$ cat src/rtl/cs_pkg.sv
package cs_pkg;
    localparam int NUM_LINES = 4;
    localparam int ADDR_W    = 24;
    localparam int BLK_LSB   = 13;
    localparam int CMP_W     = ADDR_W - BLK_LSB;
    localparam int SEL_W     = $clog2(NUM_LINES);
    localparam int WAIT_W    = 3;
    localparam logic [WAIT_W-1:0] WAIT_EXT = 3'd7;
    localparam logic [2:0] FC_IACK = 3'b111;

    typedef struct packed {
        logic [2:0]       fc;
        logic [CMP_W-1:0] start;
        logic             dir;
        logic             en;
    } place_t;

    typedef struct packed {
        logic [WAIT_W-1:0] waits;
        logic [CMP_W-1:0]  mask;
        logic              dir_cmp;
        logic              fc_cmp;
    } shape_t;

    typedef enum logic [1:0] {
        ST_IDLE  = 2'd0,
        ST_COUNT = 2'd1,
        ST_ACK   = 2'd2,
        ST_HOLD  = 2'd3
    } wstate_t;
endpackage

$ cat src/rtl/cs_regbank.sv
module cs_regbank
    import cs_pkg::*;
(
    input  logic                       clk,
    input  logic                       rst_n,
    input  logic                       reg_we,
    input  logic [SEL_W:0]             reg_sel,
    input  logic [15:0]                reg_wdata,
    output place_t [NUM_LINES-1:0]     place_q,
    output shape_t [NUM_LINES-1:0]     shape_q
);
    localparam place_t BOOT_PLACE = '{fc: 3'd0, start: '0, dir: 1'b0, en: 1'b1};
    localparam shape_t BOOT_SHAPE = '{waits: 3'd6, mask: '1, dir_cmp: 1'b0, fc_cmp: 1'b0};

    for (genvar i = 0; i < NUM_LINES; i++) begin : g_line
        logic hit_line;
        assign hit_line = reg_we && (reg_sel[SEL_W:1] == SEL_W'(i));

        always_ff @(posedge clk or negedge rst_n) begin
            if (!rst_n) begin
                place_q[i] <= (i == 0) ? BOOT_PLACE : '0;
                shape_q[i] <= (i == 0) ? BOOT_SHAPE : '0;
            end else if (hit_line) begin
                if (reg_sel[0]) shape_q[i] <= shape_t'(reg_wdata);
                else            place_q[i] <= place_t'(reg_wdata);
            end
        end
    end
endmodule

$ cat src/rtl/cs_match.sv
module cs_match
    import cs_pkg::*;
(
    input  logic             en,
    input  logic [CMP_W-1:0] start,
    input  logic [CMP_W-1:0] mask,
    input  logic [2:0]       fc_prog,
    input  logic             fc_cmp,
    input  logic             dir_prog,
    input  logic             dir_cmp,
    input  logic [CMP_W-1:0] addr_hi,
    input  logic [2:0]       fc,
    input  logic             rw,
    output logic             hit
);
    logic addr_ok, fc_ok, dir_ok;

    always_comb begin
        addr_ok = ((addr_hi ^ start) & mask) == '0;
        fc_ok   = !fc_cmp || (fc == fc_prog);
        dir_ok  = !dir_cmp || (rw == dir_prog);
        hit     = en && addr_ok && fc_ok && dir_ok;
    end
endmodule

$ cat src/rtl/cs_wait_fsm.sv
module cs_wait_fsm
    import cs_pkg::*;
(
    input  logic              clk,
    input  logic              rst_n,
    input  logic              as_n,
    input  logic              sel_valid,
    input  logic [WAIT_W-1:0] waits,
    output logic              dtack_n
);
    wstate_t           state_q, state_d;
    logic [WAIT_W-1:0] cnt_q, cnt_d;

    always_comb begin
        state_d = state_q;
        cnt_d   = cnt_q;
        unique case (state_q)
            ST_IDLE: begin
                if (!as_n) begin
                    if (!sel_valid || waits == WAIT_EXT) state_d = ST_HOLD;
                    else if (waits == '0)                state_d = ST_ACK;
                    else begin
                        state_d = ST_COUNT;
                        cnt_d   = waits;
                    end
                end
            end
            ST_COUNT: begin
                if (as_n)              state_d = ST_IDLE;
                else if (cnt_q == 3'd1) state_d = ST_ACK;
                else                   cnt_d = cnt_q - 3'd1;
            end
            ST_ACK:  if (as_n) state_d = ST_IDLE;
            ST_HOLD: if (as_n) state_d = ST_IDLE;
            default: state_d = ST_IDLE;
        endcase
    end

    always_ff @(posedge clk or negedge rst_n) begin
        if (!rst_n) begin
            state_q <= ST_IDLE;
            cnt_q   <= '0;
        end else begin
            state_q <= state_d;
            cnt_q   <= cnt_d;
        end
    end

    always_comb begin
        dtack_n = (state_q != ST_ACK);
    end

    a_r10_count_nonzero: assert property (@(posedge clk) disable iff (!rst_n)
        state_q == ST_COUNT |-> cnt_q != '0);
    a_r10_ack_entry: assert property (@(posedge clk) disable iff (!rst_n)
        $rose(state_q == ST_ACK) |-> $past(!as_n));
    a_r11_hold_no_ack: assert property (@(posedge clk) disable iff (!rst_n)
        (state_q == ST_HOLD && !as_n) |=> dtack_n);
endmodule

$ cat src/rtl/cs_decoder.sv
module cs_decoder
    import cs_pkg::*;
#(
    parameter logic [ADDR_W-1:0] REGWIN_BASE = 24'hFFF000,
    parameter int                REGWIN_LSB  = 12
) (
    input  logic                 clk,
    input  logic                 rst_n,
    input  logic                 reg_we,
    input  logic [2:0]           reg_sel,
    input  logic [15:0]          reg_wdata,
    input  logic                 as_n,
    input  logic [ADDR_W-1:0]    addr,
    input  logic [2:0]           fc,
    input  logic                 rw,
    input  logic                 locked_rmw,
    input  logic                 rmw_wait_en,
    output logic [NUM_LINES-1:0] cs_n,
    output logic                 dtack_n
);
    localparam int WIN_W = ADDR_W - REGWIN_LSB;

    place_t [NUM_LINES-1:0] place_q;
    shape_t [NUM_LINES-1:0] shape_q;
    logic   [NUM_LINES-1:0] hit, grant;
    logic   [SEL_W-1:0]     win_idx;
    logic                   any_hit, in_regwin, qualify, lock_wr;
    logic   [WAIT_W-1:0]    line_waits, eff_waits;
    logic   [REGWIN_LSB-1:0] unused_low;

    assign unused_low = addr[REGWIN_LSB-1:0];

    cs_regbank u_regs (
        .clk       (clk),
        .rst_n     (rst_n),
        .reg_we    (reg_we),
        .reg_sel   (reg_sel),
        .reg_wdata (reg_wdata),
        .place_q   (place_q),
        .shape_q   (shape_q)
    );

    for (genvar i = 0; i < NUM_LINES; i++) begin : g_cmp
        cs_match u_match (
            .en       (place_q[i].en),
            .start    (place_q[i].start),
            .mask     (shape_q[i].mask),
            .fc_prog  (place_q[i].fc),
            .fc_cmp   (shape_q[i].fc_cmp),
            .dir_prog (place_q[i].dir),
            .dir_cmp  (shape_q[i].dir_cmp),
            .addr_hi  (addr[ADDR_W-1:BLK_LSB]),
            .fc       (fc),
            .rw       (rw),
            .hit      (hit[i])
        );
    end

    always_comb begin
        in_regwin = addr[ADDR_W-1:REGWIN_LSB] == REGWIN_BASE[ADDR_W-1:REGWIN_LSB];
        qualify   = !as_n && (fc != FC_IACK) && !in_regwin;
        grant     = '0;
        win_idx   = '0;
        any_hit   = 1'b0;
        for (int k = NUM_LINES - 1; k >= 0; k--) begin
            if (hit[k]) begin
                win_idx = SEL_W'(k);
                any_hit = 1'b1;
            end
        end
        if (qualify && any_hit) grant[win_idx] = 1'b1;
        cs_n       = ~grant;
        line_waits = shape_q[win_idx].waits;
        lock_wr    = locked_rmw && !rw;
        eff_waits  = (lock_wr && !rmw_wait_en && line_waits != WAIT_EXT) ? '0 : line_waits;
    end

    cs_wait_fsm u_wait (
        .clk       (clk),
        .rst_n     (rst_n),
        .as_n      (as_n),
        .sel_valid (qualify && any_hit),
        .waits     (eff_waits),
        .dtack_n   (dtack_n)
    );

    a_r8_single_line: assert property (@(posedge clk) disable iff (!rst_n)
        $onehot0(~cs_n));
    a_r9_strobe_gate: assert property (@(posedge clk) disable iff (!rst_n)
        as_n |-> (&cs_n));
    a_r6_no_iack: assert property (@(posedge clk) disable iff (!rst_n)
        (fc == FC_IACK) |-> (&cs_n));
    a_r7_regwin_quiet: assert property (@(posedge clk) disable iff (!rst_n)
        (addr[ADDR_W-1:REGWIN_LSB] == {WIN_W{1'b1}}) |-> (&cs_n));
    a_r10_ack_under_strobe: assert property (@(posedge clk) disable iff (!rst_n)
        !dtack_n |-> $past(!as_n));
endmodule

$ cat config.mk
export PLATFORM = sky130hd
export DESIGN_NAME = cs_decoder
export DESIGN_NICKNAME = d
export VERILOG_FILES = /design/src/rtl/cs_pkg.sv /design/src/rtl/cs_regbank.sv /design/src/rtl/cs_match.sv /design/src/rtl/cs_wait_fsm.sv /design/src/rtl/cs_decoder.sv
export SDC_FILE = /design/constraint.sdc
export NUM_CORES = 1
export LEC_CHECK = 0
export ABC_CLOCK_PERIOD_IN_PS = 6630
export CAP_MARGIN = 15
export CORE_MARGIN = 2
export CORE_UTILIZATION = 30
export CTS_CLUSTER_DIAMETER = 150
export DETAILED_ROUTE_END_ITERATION = 10
export GPL_TIMING_DRIVEN = 0
export PLACE_DENSITY = 0.48
export SYNTH_ARGS = -nofsm -noshare
export SYNTH_HDL_FRONTEND = slang
export SYNTH_SLANG_ARGS = --single-unit
$ cat constraint.sdc
create_clock -name clk -period 6.63 [get_ports clk]
set_input_delay 0.663 -clock clk [delete_from_list [all_inputs] [get_ports clk]]
set_output_delay 0.663 -clock clk [all_outputs]
set_load 0.01 [all_outputs]
==> metrics.txt, run 1 <==
Vias=between 3000 and 4000; Reg-to-Reg Start=u_regs.place_q[39]; clk buf depth=2; Flop pwr share=0.443; antenna cells=0; total routed wirelength=between 15000 and 20000 um; Clock Sinks=~130; r2r worst-path depth=9; Clk pwr share=0.356; max_cap viols=0; # setup viols final=0; drt wl/cell=20.14 um; worst min-delay path class=input port to asynchronous set/reset pin; clock slew at reported path FFs=roughly 0.05 ns; P_leak=0.003097 uW; Max VDD drop=between 200 and 250 uV; Setup crit start=fc[1]; die area=roughly 22000 um2; total CTS buffers=17; PD cells=around 340 nW/um2; slack of the worst reg-to-reg path=3.83 ns; Setup Buffers After CTS=0; Net Sw Frac=0.2767; starting DRC count in detailed routing=around 230; GR Overflow Total=0; CTS tree=yes; Post-DRT Antenna Nets=0; Sw Pwr=roughly 700 uW; buffers added on ports=26; fin. max-slew vios=0; Mean Syn Cell Area=around 13 um2; Final nets=about 570; Synth cell types=54; Post-Place Worst Slack=slightly above 3 ns; Die H=148.9 um; ys flop type=dfrtp_1; Worst Skew=between 0.006 and 0.007 ns; Rel. slew slack=0.2021; post-synth top area share=0.4727; Post-synth top cells=mux2_2 (127), dfrtp_1 (119), xor2_1 (60), clkbuf_1 (20), a22oi_1 (16); Worst setup SP type=input port; DRC=0; status=complete, no violations; RR Endpoint=u_wait.cnt_q[1]; crit path kind=input port to output port; Hold Buf Count CTS=0; Root Buffer=clkbuf_16; Worst-Skew Late Latency=between 0.4 and 0.5 ns; Synth area leaders=dfrtp_1 (47%), mux2_2 (23%), xor2_1 (8.3%); sequential area share after synthesis=0.5311; RSZ-0062 raised after global routing=false; Placed Cells=775; largest net degree at the start of global routing=80; CP Max Fanout=6; final period utilization=0.5430; Worst Path Arrival=around 2.9 ns; routed vias/inst=4.917; post-synth net total=527; Post-Syn Area=roughly 6300 um2; first-pass GRT wire length=approximately 25000 um; design internal power=about 1800 uW; Worst-Margin Slew=about 1.2 ns; Worst setup endpoint=cs_n[3]; FMAX=between 200 and 300 MHz; gr usage total=0.1548; DRT Pass-1 Iters=4; Yosys reg bits=about 130; min Tclk post-route=~3.6 ns; Area Overhead vs Synth=19.32%; synth warn=0; Comb pwr share=0.201; initial antenna violation count=0; Worst setup EP type=output port; die width=between 100 and 150 um; gp weighted congestion=0.7661; final hold slack=just over 0.2 ns; Post-synth EDFFs=0; endpoints failing hold=0; Rows=between 50 and 60; fin cells=between 800 and 900; fraction of registers with async set or reset after synthesis=1.000; H-tree Lvls=4; vias in the first global route=around 4200; DP HPWL=about 12000 um; share of post-route cells with drive strength above 1=0.3647; worst path required time=5.97 ns; Resized cells post-CTS=0; Mapped Cells=between 400 and 500; area leader, netlist=dfrtp_1; most frequent cell after synthesis=mux2_2; core area=around 21000 um2; IO Pins=a little under 60; PnR worst setup slack=about 3 ns; Initial Util=0.3025
[power groups by stage]
| stage | Sequential, uW | Clock, uW | Combinational, uW |
|---|---|---|---|
| global route | 1140 | 961 | 562 |
| global placement | 1120 | 0 | 499 |
| floorplan | 1100 | 0 | 371 |
| finish | 1120 | 900 | 509 |
| detailed placement | 1130 | 0 | 516 |
| CTS | 1120 | 926 | 518 |
[worst min path at each step]
stage                                  start                  to  slack (ns)  cells past startpoint
after CTS                              rst_n  u_regs.place_q[59]        0.21                      1
after global routing                   rst_n  u_regs.place_q[27]        0.23                      1
final                                  rst_n  u_regs.place_q[59]        0.20                      1
after detailed placement  u_regs.place_q[48]  u_regs.place_q[48]        0.49                      1
after global placement    u_regs.place_q[48]  u_regs.place_q[48]        0.48                      1
after floorplan                        rst_n  u_regs.place_q[10]        0.37                      0
[layout make-up]
type                       instances  area [um2]
fill                            2031       13310
sequential                       133        3346
multi-input combinational        307        2826
clock buffer                      24       491.7
tap                              275       344.1
timing repair buffer              28       296.5
buffer                            27       118.9
clock inverter                     8       75.07
inverter                           5       18.77
[sequential cells by signal, summed over array words and instances (netlist names)]
signal / flops
u_regs.shape_q: 64
u_wait.cnt_q: 3
u_regs.place_q: 64
u_wait.state_q: 2
[cells by family (layout without fill, tap and decap cells)]
group / after synthesis / in the layout / synth area share
xor+xnor: 60 / 60 / 0.08342
mux: 128 / 128 / 0.2286
simple gates: 59 / 59 / 0.05661
flops: 133 / 133 / 0.5311
buf+inv: 32 / 92 / 0.02185
compound gates: 58 / 58 / 0.07448
fa+ha+maj: 2 / 2 / 0.003972
[placed cells by master (no fill, tap or decap), types with 7 or more instances in the layout]
cell type / n
a21oi_1: 7
a22oi_1: 16
clkbuf_1: 23
clkbuf_16: 17
clkdlybuf4s50_1: 25
dfrtp_1: 119
dfstp_2: 14
mux2_2: 127
nand2_1: 11
nand4_1: 9
nor2_1: 7
xor2_1: 60
[critical path, cell delays in order]
cell             delay, ns
clkbuf_1              0.30
xor2_1                0.12
o31ai_1               0.39
nand4_1               0.33
nor2_2                0.34
nor3_1                0.10
nand3_1               0.15
clkdlybuf4s50_1       0.54
[metrics by stage]
step | TNS, ns | instance area (um2) | total power, uW | util
2_1_floorplan | 0 | 6300 | 1472 | -
3_3_place_gp | -41.79 | 6904 | 1624 | 0.3316
3_5_place_dp | 0 | 6950 | 1648 | 0.3338
4_1_cts | 0 | 7517 | 2564 | 0.3610
5_1_grt | 0 | 7517 | 2664 | 0.3610
6_report | 0 | 7517 | 2529 | 0.3610
[metal layers]
layer / wire [um] / share of wire / GRT usage
met3: 530 / 0.033 / 0.04159
met1: 7532 / 0.46 / 0.1963
met2: 7860 / 0.48 / 0.2555
met4: 333 / 0.020 / 0.05381
met5: 0 / 0 / 0
Power figures use the tool's default switching activity.
==> run 2: changes to the inputs <==
--- a/config.mk
+++ b/config.mk
@@ -5,7 +5,7 @@
 export SDC_FILE = /design/constraint.sdc
 export NUM_CORES = 1
 export LEC_CHECK = 0
-export ABC_CLOCK_PERIOD_IN_PS = 6630
+export ABC_CLOCK_PERIOD_IN_PS = 3630
 export CAP_MARGIN = 15
 export CORE_MARGIN = 2
 export CORE_UTILIZATION = 30
==> constraint.sdc (replaced) <==
create_clock -name clk -period 3.63 [get_ports clk]
set_input_delay 0.363 -clock clk [delete_from_list [all_inputs] [get_ports clk]]
set_output_delay 0.363 -clock clk [all_outputs]
set_load 0.01 [all_outputs]
==> run 2 against run 1 <==
  * Die area did not move
  * Critical endpoint unchanged
  * Power rose by 83%
  * Flip-flop and latch count did not move
  * First-iteration DRC count shrank 4.0%
  * Clock power increased by 83%
  * Largest cell class unchanged
  * Non-clock buffer count increased by 1
  * Worst setup slack worse by 2.6 ns
==> metrics.txt, run 2 (synthesis results as in run 1) <==
Worst-Skew Late Latency=0.42 ns (about the same); Clock Sinks=133 (unchanged); worst path bufs/invs=1 (-1); routed vias/inst=4.918 (about the same); Max VDD drop=376.3 uV (+83%); gr usage total=0.1548 (about the same); WL met2=7845 um (-0.19%); Worst Skew=0.007036 ns (+0.0009202 ns); Die H=148.9 um (unchanged); Worst-Margin Slew=1.182 ns (-0.005979 ns); worst min-delay path class=input port to asynchronous set/reset pin; FMAX=315.0 MHz; most common cell after layout, fill and taps aside=mux2_2; Reg-to-Reg Start=u_regs.place_q[13]; worst-path cell chain=xor2_1 > o31ai_1 > nand4_1 > nor2_2 > nor3_1 > nand3_1 > clkdlybuf4s50_1; buffers added on ports=26 (unchanged); Flop pwr share=0.442 (about the same); antenna cells=0 (unchanged); Worst setup SP type=flop; gp weighted congestion=0.7661 (unchanged); fin cells=808 (+0.12%); min Tclk post-route=between 3 and 4 ns; RR Endpoint=u_wait.cnt_q[0]; PD cells=614.0 nW/um2 (+82%); total CTS buffers=17 (unchanged); RSZ-0062 raised after global routing=false; Net Sw Frac=0.2769 (about the same); status=complete, no violations; die area=22170 um2 (unchanged); Setup crit start=u_regs.place_q[13]; Worst setup EP type=output port; DRC=0 (unchanged); Area Overhead vs Synth=19.48%; H-tree Lvls=4 (unchanged); met3 routed WL=686 um (+29%); Placed Cells=775 (unchanged); starting DRC count in detailed routing=216 (-4.0%); multi-input combinational cell area=2826 um2 (unchanged); die width=148.9 um (unchanged); final period utilization=0.8745; Post-DRT Antenna Nets=0 (unchanged); share of post-route cells with drive strength above 1=0.3640 (-0.0006842); first-pass GRT wire length=25040 um (about the same); Worst Path Arrival=2.81 ns (-0.13 ns); design internal power=3342 uW (+83%); stages on the worst setup path=7 (-1); drt wl/cell=20.14 um (about the same); Sw Pwr=1280 uW (+83%); biggest regs=u_regs.place_q (64), u_regs.shape_q (64), u_wait.cnt_q (3); slack of the worst reg-to-reg path=0.82 ns (-3.01 ns); max_cap viols=0 (unchanged); GR Overflow Total=0 (unchanged); # setup viols final=0 (unchanged); IO Pins=58 (unchanged); Reg area=3346 um2 (unchanged); M1 WL=7385 um (-2.0%); top routing layer in use=met4; DRT Pass-1 Iters=6 (+2); clock slew at reported path FFs=0.06 ns (about the same); Root Buffer=clkbuf_16; CP max-delay cell=clkdlybuf4s50_1; Vias=3974 (+0.15%); crit path kind=flop to output port; Comb pwr share=0.201 (about the same); CTS tree=yes; clk buf depth=2 (unchanged); Initial Util=0.3025 (unchanged); initial antenna violation count=0 (unchanged); commonest non-fill, non-tap cells in the layout=mux2_2 (127), dfrtp_1 (119), xor2_1 (60), clkdlybuf4s50_1 (25), clkbuf_1 (23); max incr delay on CP=0.54 ns (about the same); endpoints failing hold=0 (unchanged); DP HPWL=11710 um (unchanged); P_leak=0.003101 uW (+0.13%); largest net degree at the start of global routing=80 (unchanged); r2r worst-path depth=9 (unchanged); worst path required time=3.27 ns (-2.70 ns); Filler Cells Inserted=2030 (-0.049%); CP Max Fanout=6 (unchanged); Final nets=575 (+0.17%); Util after Layout=0.3615 (+0.0004810); Rel. slew slack=0.2061 (+0.004017); Worst setup endpoint=cs_n[3]; Finished Cell Area=7527 um2 (+0.13%); Clk pwr share=0.356 (about the same); vias in the first global route=4245 (+0.024%); core area=20820 um2 (unchanged); fin. max-slew vios=0 (unchanged); crit-path leading delay family=simple AND/OR/NAND/NOR gates; total routed wirelength=16270 um (about the same); Rows=53 (unchanged); Post-DP Area=6950 um2 (unchanged)
[run 2: how the worst min path moves through the flow]
stage                                   from                  to  slack [ns]  cells after the start
after floorplan                        rst_n  u_regs.place_q[10]        0.07                      0
after global placement    u_regs.place_q[48]  u_regs.place_q[48]        0.48                      1
after detailed placement               rst_n  u_regs.place_q[59]        0.36                      1
after CTS                              rst_n  u_regs.place_q[59]        0.48                      2
after global routing                   rst_n  u_regs.place_q[27]        0.50                      2
final                                  rst_n  u_regs.place_q[59]        0.47                      2
[run 2: per-stage QoR]
stage                     worst slack [ns]  setup TNS [ns]  power, uW  hold slack (ns)
final                               0.4557               0       4621           0.4707
after CTS                           0.4929               0       4684           0.4813
after global placement              -3.060         -382.57       2965           0.4806
after floorplan                      1.109               0       2689          0.06741
after global routing                0.3062               0       4866           0.4995
after detailed placement            0.5261               0       3010           0.3648
[run 2: area by class of cell]
class / instances / share of cell area
clock inverters: 8 / 0.009973
clock buffers: 24 / 0.06533
inverters: 5 / 0.002493
flip-flops and latches: 133 / 0.4445
repair buffers: 29 / 0.04072
well taps: 275 / 0.04571
plain buffers: 27 / 0.01579
multi-input cells: 307 / 0.3755
[run 2: power by group through the flow]
| stage | Sequential (uW) | Clock, uW | Combinational [uW] |
|---|---|---|---|
| 2_1_floorplan | 2010 | 0 | 678 |
| 6_report | 2040 | 1650 | 930 |
| 3_3_place_gp | 2050 | 0 | 911 |
| 4_1_cts | 2050 | 1690 | 948 |
| 3_5_place_dp | 2070 | 0 | 942 |
| 5_1_grt | 2080 | 1750 | 1030 |
[run 2: repair_timing]
item	in CTS	in global routing
hold buffers	1	0
buffers inserted	0	0
hold endpoints to repair	51	0
resized for setup	0	0
[run 2: per-layer routing]
metal / vias up / GRT usage
li1: 1811 / -
met1: 2060 / 0.1961
met2: 76 / 0.2560
met3: 27 / 0.04159
met4: 0 / 0.05381
met5: - / 0
==> run 3: changes to the inputs <==
--- a/config.mk
+++ b/config.mk
@@ -6,7 +6,6 @@
 export NUM_CORES = 1
 export LEC_CHECK = 0
 export ABC_CLOCK_PERIOD_IN_PS = 3630
-export CAP_MARGIN = 15
 export CORE_MARGIN = 2
 export CORE_UTILIZATION = 30
 export CTS_CLUSTER_DIAMETER = 150
==> run 3 against run 2 <==
  * Combinational power barely moved
  * Critical path depth is the same
  * Flip-flop and latch count unchanged
  * Sequential share of layout area grew 0.059 points
  * Worst setup slack improved by 0.060 ns
  * Critical endpoint unchanged
==> metrics.txt, run 3 (synthesis results as in run 1) <==
status=complete, no violations; CP Max Fanout=6 (unchanged); CP max-delay cell=clkdlybuf4s50_1; Die H=148.9 um (unchanged); Net Sw Frac=0.2817 (+0.004753); die area=22170 um2 (unchanged); total CTS buffers=17 (unchanged); CTS tree=yes; Setup Buffers After CTS=0 (unchanged); FMAX=321.1 MHz (+1.9%); crit path kind=flop to output port; Area Overhead vs Synth=19.32%; starting DRC count in detailed routing=248 (+15%); Worst-Skew Late Latency=0.42 ns (about the same); PD cells=612.7 nW/um2 (-0.21%); core area=20820 um2 (unchanged); max incr delay on CP=0.54 ns (about the same); worst min-delay path class=input port to asynchronous set/reset pin; clk buf depth=2 (unchanged); max_cap viols=0 (unchanged); Max VDD drop=365.3 uV (-2.9%); total routed wirelength=16250 um (-0.15%); most common cell after layout, fill and taps aside=mux2_2; Sw Pwr=1297 uW (+1.4%); # setup viols final=0 (unchanged); largest net degree at the start of global routing=80 (unchanged); design internal power=3308 uW (-1.0%); RSZ-0062 raised after global routing=false; setup tns final=0 ns (unchanged); DP HPWL=11710 um (about the same); H-tree Lvls=4 (unchanged); Worst Skew=0.007454 ns (+0.0004180 ns); DRT Pass-1 Iters=6 (unchanged); die width=148.9 um (unchanged); drt wl/cell=20.13 um (about the same); GR Overflow Total=0 (unchanged); initial antenna violation count=0 (unchanged); Clock Sinks=133 (unchanged); Rows=53 (unchanged); Final nets=574 (-0.17%); DRC=0 (unchanged); Comb pwr share=0.202 (about the same); Initial Util=0.3025 (unchanged); first-pass GRT wire length=25030 um (about the same); worst-path cell chain=xor2_1 > o31ai_1 > nand4_1 > nor2_2 > nor3_1 > nand3_1 > clkdlybuf4s50_1; Worst Path Arrival=2.75 ns (-0.06 ns); Vias=3978 (+0.10%); Worst setup SP type=flop; Clk pwr share=0.354 (-0.002); routed vias/inst=4.929 (+0.22%); endpoints failing hold=0 (unchanged); Worst setup EP type=output port; Flop pwr share=0.444 (+0.002); antenna cells=0 (unchanged); IO Pins=58 (unchanged); Rel. slew slack=0.1245 (-0.08156); crit-path leading delay family=simple AND/OR/NAND/NOR gates; Post-DRT Antenna Nets=0 (unchanged); Final Power=4605 uW (-0.35%); P_leak=0.003089 uW (-0.40%); vias in the first global route=4193 (-1.2%); share of post-route cells with drive strength above 1=0.3647 (+0.0006842); commonest non-fill, non-tap cells in the layout=mux2_2 (127), dfrtp_1 (119), xor2_1 (60), clkdlybuf4s50_1 (25), clkbuf_1 (22); clock slew at reported path FFs=0.06 ns (about the same); final period utilization=0.8581 (-0.01642); fin. max-slew vios=0 (unchanged); gr usage total=0.1548 (about the same); worst path bufs/invs=1 (unchanged); Filler Cells Inserted=2063 (+1.6%); Worst-Margin Slew=1.310 ns (+0.1286 ns); min Tclk post-route=3.115 ns (-0.05959 ns); gp weighted congestion=0.7661 (unchanged); worst path required time=3.27 ns (about the same); buffers added on ports=26 (unchanged); biggest regs=u_regs.place_q (64), u_regs.shape_q (64), u_wait.cnt_q (3); Root Buffer=clkbuf_16
## run 3: cell types whose count changed in the layout (fill, tap and decap cells not counted)
cell and change:
clkinv_4 +3, clkbuf_1 -1, buf_4 -1, clkinv_2 -1
clkinvlp_4 +1, clkbuf_8 -2
## run 3: per-stage QoR
stage	util	worst slack (ns)	std cells	hold slack [ns]	instance area (um2)
after floorplan	-	1.109	472	0.06741	6300
after global placement	0.3316	-3.060	773	0.4806	6904
after detailed placement	0.3334	0.5412	774	0.3698	6943
after CTS	0.3610	0.4977	807	0.4846	7517
after global routing	0.3610	0.3099	807	0.5031	7517
final	0.3610	0.5152	807	0.4640	7517
## run 3: timing repair
item                                   CTS  global route
hold buffers                             1             0
endpoints found under the hold margin   51             0
resized for setup                        0             0
## run 3: worst paths after layout
path / slack [ns] / cells past startpoint / from / endpoint
max reg2reg: 0.80 / 9 / u_regs.place_q[39] / u_wait.cnt_q[1]
min: 0.46 / 2 / rst_n / u_regs.place_q[59]
max: 0.52 / 7 / u_regs.place_q[14] / cs_n[3]
min in group clk: 0.50 / 1 / u_regs.place_q[48] / u_regs.place_q[48]
min reg2reg: 0.50 / 1 / u_regs.place_q[48] / u_regs.place_q[48]
max in group asynchronous: 2.36 / 3 / rst_n / u_regs.shape_q[3]
## run 3: layout make-up
type	instances	area, um2	area share
well taps	275	344.1	0.04577
multi-input cells	307	2826	0.3760
clock buffers	21	460.4	0.06125
inverters	5	18.77	0.002497
repair buffers	28	299.0	0.03978
plain buffers	27	118.9	0.01581
flip-flops and latches	133	3346	0.4451
clock inverters	11	103.9	0.01381
## run 3: per-layer routing
layer,wire (um),GRT usage,vias to the layer above
met5,0,0,-
met4,387,0.05762,0
met3,601,0.04128,26
met2,7865,0.2507,82
met1,7391,0.1989,2057
li1,-,-,1813
## run 3: power groups by stage
stage          Combinational (uW)  Clock (uW)  Sequential [uW]
2_1_floorplan                 678           0             2010
3_3_place_gp                  911           0             2050
3_5_place_dp                  939           0             2070
4_1_cts                       947        1680             2050
5_1_grt                      1030        1750             2080
6_report                      929        1630             2050
## run 3: worst reg2reg max path, cell delays in order, from the launching register on
cell      delay (ns)
dfrtp_1         0.39
xor2_1          0.14
a222oi_1        0.42
nand4_1         0.30
or2_4           0.35
a311oi_2        0.27
o22a_2          0.27
nor4_2          0.08
nor3b_2         0.28
mux2i_1         0.24
